## config.mk

```make
export PLATFORM = sky130hd
export DESIGN_NAME = conv_pacer
export DESIGN_NICKNAME = d
export VERILOG_FILES = /design/src/rtl/conv_pacer_pkg.sv /design/src/rtl/pacer_dp.sv /design/src/rtl/pacer_ctrl.sv /design/src/rtl/conv_pacer.sv
export SDC_FILE = /design/constraint.sdc
export NUM_CORES = 1
export LEC_CHECK = 0
export BUFFER_PORTS_ARGS = -buffer_cell sky130_fd_sc_hd__buf_2
export CORE_UTILIZATION = 38
export DETAILED_ROUTE_END_ITERATION = 8
export SLEW_MARGIN = 0
export SYNTH_ARGS = -nofsm -noshare
export SYNTH_HDL_FRONTEND = slang
export SYNTH_SLANG_ARGS = --single-unit
```

## constraint.sdc

```tcl
create_clock -name clk -period 3.6 [get_ports clk]
set_input_delay 0.18 -clock clk [delete_from_list [all_inputs] [get_ports clk]]
set_output_delay 0.18 -clock clk [all_outputs]
set_load 0.01 [all_outputs]
```

## src/rtl/conv_pacer_pkg.sv

```systemverilog
package conv_pacer_pkg;
  // Strobes from control to datapath
  typedef struct packed {
    logic clearDiv;  // restart the internal divider
    logic fire;      // issue a conversion strobe on the next edge
  } pacer_ctl_t;
endpackage

```

## src/rtl/pacer_dp.sv

```systemverilog
module pacer_dp
  import conv_pacer_pkg::*;
#(
  parameter int DIV_W   = 32,
  parameter int MIN_GAP = 400
) (
  input  logic             clk,
  input  logic             rstN,
  input  logic [DIV_W-1:0] divisor,
  input  pacer_ctl_t       ctl,
  output logic             divTick,
  output logic             gapReady,
  output logic             convStart
);
  localparam int GAP_W = $clog2(MIN_GAP + 1);
  localparam logic [DIV_W-1:0] DIV_FLOOR = DIV_W'(MIN_GAP);
  localparam logic [GAP_W-1:0] GAP_MAX = GAP_W'(MIN_GAP);

  logic [DIV_W-1:0] effDiv;
  logic [DIV_W-1:0] divCnt;
  logic [GAP_W-1:0] gapCnt;

  // Clamp the period so the internal pacer respects the rate ceiling
  assign effDiv  = (divisor < DIV_FLOOR) ? DIV_FLOOR : divisor;
  assign divTick = !ctl.clearDiv && (divCnt == effDiv - 1'b1);

  always_ff @(posedge clk) begin
    if (!rstN)                        divCnt <= '0;
    else if (ctl.clearDiv || divTick) divCnt <= '0;
    else                              divCnt <= divCnt + 1'b1;
  end

  // Cycles since last strobe, saturating at the minimum spacing
  always_ff @(posedge clk) begin
    if (!rstN)                gapCnt <= GAP_MAX;
    else if (ctl.fire)        gapCnt <= GAP_W'(1);
    else if (gapCnt != GAP_MAX) gapCnt <= gapCnt + 1'b1;
  end
  assign gapReady = (gapCnt == GAP_MAX);

  always_ff @(posedge clk) begin
    if (!rstN) convStart <= 1'b0;
    else       convStart <= ctl.fire;
  end
endmodule

```

## src/rtl/pacer_ctrl.sv

```systemverilog
module pacer_ctrl
  import conv_pacer_pkg::*;
#(
  parameter int DIV_W       = 32,
  parameter int SYNC_STAGES = 2
) (
  input  logic             clk,
  input  logic             rstN,
  input  logic             enable,
  input  logic             srcExt,
  input  logic [DIV_W-1:0] divisor,
  input  logic             extClk,
  input  logic             ovrClear,
  input  logic             divTick,
  input  logic             gapReady,
  output pacer_ctl_t       ctl,
  output logic             overrun
);
  logic [SYNC_STAGES-1:0] syncQ;
  logic                   extPrev;
  logic [DIV_W-1:0]       prevDiv;
  logic                   prevSrc;
  logic                   extRise, intReq, extReq, extDrop;

  always_ff @(posedge clk) begin
    if (!rstN) begin
      syncQ   <= '0;
      extPrev <= 1'b0;
      prevDiv <= '0;
      prevSrc <= 1'b0;
    end else begin
      syncQ   <= {syncQ[SYNC_STAGES-2:0], extClk};
      extPrev <= syncQ[SYNC_STAGES-1];
      prevDiv <= divisor;
      prevSrc <= srcExt;
    end
  end

  assign extRise = syncQ[SYNC_STAGES-1] && !extPrev;

  always_comb begin
    ctl.clearDiv = !enable || srcExt || (divisor != prevDiv) || (srcExt != prevSrc);
    intReq       = enable && !srcExt && divTick;
    extReq       = enable && srcExt && extRise;
    ctl.fire     = gapReady && (intReq || extReq);
    extDrop      = extReq && !gapReady;
  end

  always_ff @(posedge clk) begin
    if (!rstN)         overrun <= 1'b0;
    else if (extDrop)  overrun <= 1'b1;
    else if (ovrClear) overrun <= 1'b0;
  end
endmodule

```

## src/rtl/conv_pacer.sv

```systemverilog
module conv_pacer
  import conv_pacer_pkg::*;
#(
  parameter int DIV_W       = 32,
  parameter int MIN_GAP     = 400,
  parameter int SYNC_STAGES = 2
) (
  input  logic             clk,
  input  logic             rstN,
  input  logic             enable,
  input  logic             srcExt,
  input  logic [DIV_W-1:0] divisor,
  input  logic             extClk,
  input  logic             ovrClear,
  output logic             convStart,
  output logic             overrun
);
  pacer_ctl_t ctl;
  logic       divTick;
  logic       gapReady;

  pacer_ctrl #(.DIV_W(DIV_W), .SYNC_STAGES(SYNC_STAGES)) ctrlInst (
    .clk(clk), .rstN(rstN), .enable(enable), .srcExt(srcExt),
    .divisor(divisor), .extClk(extClk), .ovrClear(ovrClear),
    .divTick(divTick), .gapReady(gapReady), .ctl(ctl), .overrun(overrun)
  );

  pacer_dp #(.DIV_W(DIV_W), .MIN_GAP(MIN_GAP)) dpInst (
    .clk(clk), .rstN(rstN), .divisor(divisor), .ctl(ctl),
    .divTick(divTick), .gapReady(gapReady), .convStart(convStart)
  );
endmodule

```

==> results.py <==
metrics = {
    "status": {
        "status": "finished, final reports clean",
    },
    "synthesis": {
        "syn-mean-instance-area_um2": 8.72,
        "synthFlopType": "dfxtp_1",
        "netlist_instances": 595,
        "ys_ff_latch": 79,
        "syn_area_um2": 5190,
        "syn-num-nets": 637,
        "synth_edf_count": 0,
        "seq_area_frac_synth": 0.305,
        "ys_types": 70,
        "yosys_warnings": 0,
        "synth-async-reset-ratio": 0,
    },
    "timing": {
        "fmax_mhz": 296,
        "setup_violations": 0,
        "period_share": 0.940,
        "layout_min_cycle_time_ns": 3.38,
        "max_slew_margin": 0.375,
        "fin_skew_ns": 0.00693,
        "finalHoldViolCount": 0,
        "tightestPinTransition_ns": 0.929,
        "drv_slew": 0,
    },
    "placed_design": {
        "numPortBuffers": 39,
        "gp_congestion": 0.924,
        "dp.cells": 825,
        "hpwl_um": 12100,
    },
    "power_and_ir_drop": {
        "power_density_nw_per_um2": 360,
        "total_power_mw": 2.21,
        "clkPwrFrac": 0.426,
        "internal-power_mw": 1.60,
        "switching_share": 0.276,
        "seqPwrFrac": 0.418,
        "ir_worst_vdd_mv": 0.207,
        "p_sw_uw": 610,
        "leakagePower_nw": 2.22,
        "power_frac_comb": 0.157,
    },
    "die": {
        "dieHeight_um": 119,
        "ioPinCount": 40,
        "die-area_um2": 14100,
        "row_count": 42,
        "start_util": 0.390,
        "die_x_um": 119,
        "coreArea_um2": 13300,
    },
    "worst_setup_path": {
        "start_kind": "input pin",
        "r2r_start": "ctrlInst.prevDiv[0]",
        "path_max_fanout": 16,
        "rr_worst_depth": 8,
        "path_buf_inv": 3,
        "worst-setup-path-type": "input pin to flop",
        "required_ns": 3.81,
        "crit_slowest_cell": "nor4_4",
        "endpoint_kind": "flop",
        "critPathMaxStageDelay_ns": 0.42,
        "cp_top_family": "simple AND/OR/NAND/NOR gates",
        "cp.depth": 16,
        "crit_chain": "buf_2 > nor4_4 > o211a_1 > nand3_1 > nand2_1 > ha_1 > nor4b_4 > and3_4 > o2111ai_1 > nand4bb_1 > a2111oi_4 > nand2_1 > nor4_4 > buf_4 > clkbuf_16 > nor3_1",
        "arrival_ns": 3.60,
        "worstSetupStartpoint": "divisor[25]",
    },
    "global_route": {
        "grt_pass1_wl_um": 24500,
        "overflow": 0,
        "grt.total_usage": 0.226,
        "grt_max_degree": 45,
        "grt_pass1_vias": 4525,
        "antenna_found_initial": 0,
    },
    "finish": {
        "drive_gt1_frac": 0.244,
        "fin_cells": 844,
        "num_antenna_cells": 0,
        "finalNetCount": 705,
        "syn_to_final_growth_pct": 18.7,
    },
    "hold_path": {
        "min_path_cells": 2,
        "hold_start": "extClk",
        "hp-class": "input pin to flop",
    },
    "detailed_routing": {
        "first_pass_iters": 5,
        "post-route-drc-count": 0,
        "wl_um": 15500,
        "ant_nets": 0,
        "vias": 4670,
        "viasPerCell": 5.53,
        "wire_per_inst_um": 18.3,
        "drtIter0Drc": 362,
    },
    "clocking": {
        "cts_buffers": 9,
        "cts_hold_buf": 0,
        "htreeDepth": 3,
        "clk_latency_ns": 0.35,
        "cts.sinks": 79,
        "clockBufferDepth": 2,
        "clock-root-buffer": "clkbuf_16",
        "clkTransAtPathRegs_ns": 0.06,
        "cts_tree": "done",
    },
    "run": {
        "cap_violations": 0,
    },
}
==> cell usage after synthesis, types with 5 or more instances <==
cell | count | area share
dfxtp_1 | 79 | 0.30
xor2_1 | 53 | 0.089
xnor2_1 | 45 | 0.076
nand2_1 | 44 | 0.032
and2_1 | 39 | 0.047
nor2_1 | 35 | 0.025
nor3_2 | 32 | 0.062
nand3_1 | 31 | 0.030
nor3_1 | 23 | 0.022
nand4_1 | 21 | 0.025
o21ai_0 | 17 | 0.016
and3_1 | 16 | 0.019
buf_2 | 14 | 0.014
inv_1 | 11 | 0.0080
nor4_1 | 10 | 0.012
a21oi_1 | 8 | 0.0077
clkbuf_1 | 8 | 0.0058
buf_6 | 6 | 0.013
o31ai_1 | 6 | 0.0087
or4_1 | 6 | 0.0087
nor2b_1 | 5 | 0.0060
nor4_4 | 5 | 0.020
or3_1 | 5 | 0.0060
==> layout by cell type, fill, tap and decap left out, types with 3 or more instances in the layout <==
cell type,instances
inv_1,11
nand4_1,21
xor2_1,53
o21ai_0,17
and3_1,15
nor4_1,9
nor3_2,33
nor2_1,35
a21boi_0,3
or3_1,5
nand3_1,31
ha_1,4
clkinv_4,4
dfxtp_1,79
nand4b_1,4
nor4_4,6
xnor2_1,45
buf_2,39
or2_2,3
o31ai_1,6
a21oi_1,8
nor2b_1,5
buf_4,48
nor3b_1,3
and2_1,39
and4_1,3
nand2_1,44
clkbuf_16,10
a221oi_1,3
or4_1,6
nor3_1,22
==> worst reg2reg max path, cell delays in order (launching register included) <==
cell and delay (ns):
dfxtp_1 0.30, xnor2_1 0.30, and4_1 0.23, or4bb_1 0.40
or4_1 0.60, a221oi_1 0.27, nand4_1 0.17, or3_4 0.39
a211oi_2 0.22
==> through the flow <==
stage	utilization	cell area, um2	setup TNS (ns)	hold slack, ns	worst slack, ns
detailed placement	0.434	5770	-2.24	0.407	-0.0939
global placement	0.434	5770	0	0.389	0.0159
global route	0.463	6160	-0.00622	0.0562	-0.00529
floorplan	-	5190	0	0.302	0.0180
CTS	0.457	6080	0	0.0446	0.238
finish	0.463	6160	0	0.0523	0.217
==> area by class of cell <==
| type | instances | area [um2] |
|---|---|---|
| Sequential cell | 79 | 1580 |
| Timing Repair Buffer | 89 | 601 |
| Clock buffer | 10 | 239 |
| Clock inverter | 6 | 70.1 |
| Tap cell | 176 | 220 |
| Fill cell | 1279 | 7140 |
| Inverter | 11 | 41.3 |
| Multi-Input combinational cell | 473 | 3410 |
==> cell families (layout without fill, tap and decap cells) <==
family / Yosys count / in the layout / synth area share
AND/OR/NAND/NOR: 301 / 301 / 0.370
XOR/XNOR: 98 / 98 / 0.165
flip-flops: 79 / 79 / 0.305
AO/OA/AOI/OAI: 67 / 67 / 0.0979
buffers and inverters: 43 / 116 / 0.0460
adder cells (fa/ha/maj): 4 / 4 / 0.00964
multiplexers: 3 / 3 / 0.00603
==> repair_timing <==
item / 4_1_cts / 5_1_grt
resized for setup: 0 / 8
setup endpoints to repair: 0 / 35
setup buffers: 0 / 2
==> state kept, by name, indices dropped and copies added (netlist names) <==
| signal | count |
|---|---|
| ctrlInst.prevDiv | 32 |
| dpInst.divCnt | 32 |
| dpInst.gapCnt | 9 |
| ctrlInst.syncQ | 2 |
| ctrlInst.extPrev | 1 |
| ctrlInst.overrun | 1 |
| ctrlInst.prevSrc | 1 |
| dpInst.convStart | 1 |
==> layer usage <==
layer / vias to the layer above / wire [um] / track usage
met1: 2255 / 7230 / 0.303
met2: 125 / 7220 / 0.366
met4: 0 / 468 / 0.0783
met3: 31 / 568 / 0.0393
met5: - / 0 / 0
li1: 2259 / - / -
==> power groups by stage <==
stage | logic, mW | clock network [mW] | registers [mW]
final | 0.347 | 0.943 | 0.925
after global placement | 0.336 | 0 | 0.943
after detailed placement | 0.340 | 0 | 0.944
after global routing | 0.383 | 1.00 | 0.928
after floorplan | 0.219 | 0 | 0.940
after CTS | 0.342 | 0.956 | 0.925
==> worst paths after layout <==
kind / slack, ns / to
max reg2reg: 0.65 / dpInst.convStart
max: 0.22 / dpInst.divCnt[11]
min reg2reg: 0.45 / ctrlInst.syncQ[1]
min: 0.05 / ctrlInst.syncQ[0]
Note: power is estimated with default switching activity, not from simulation.
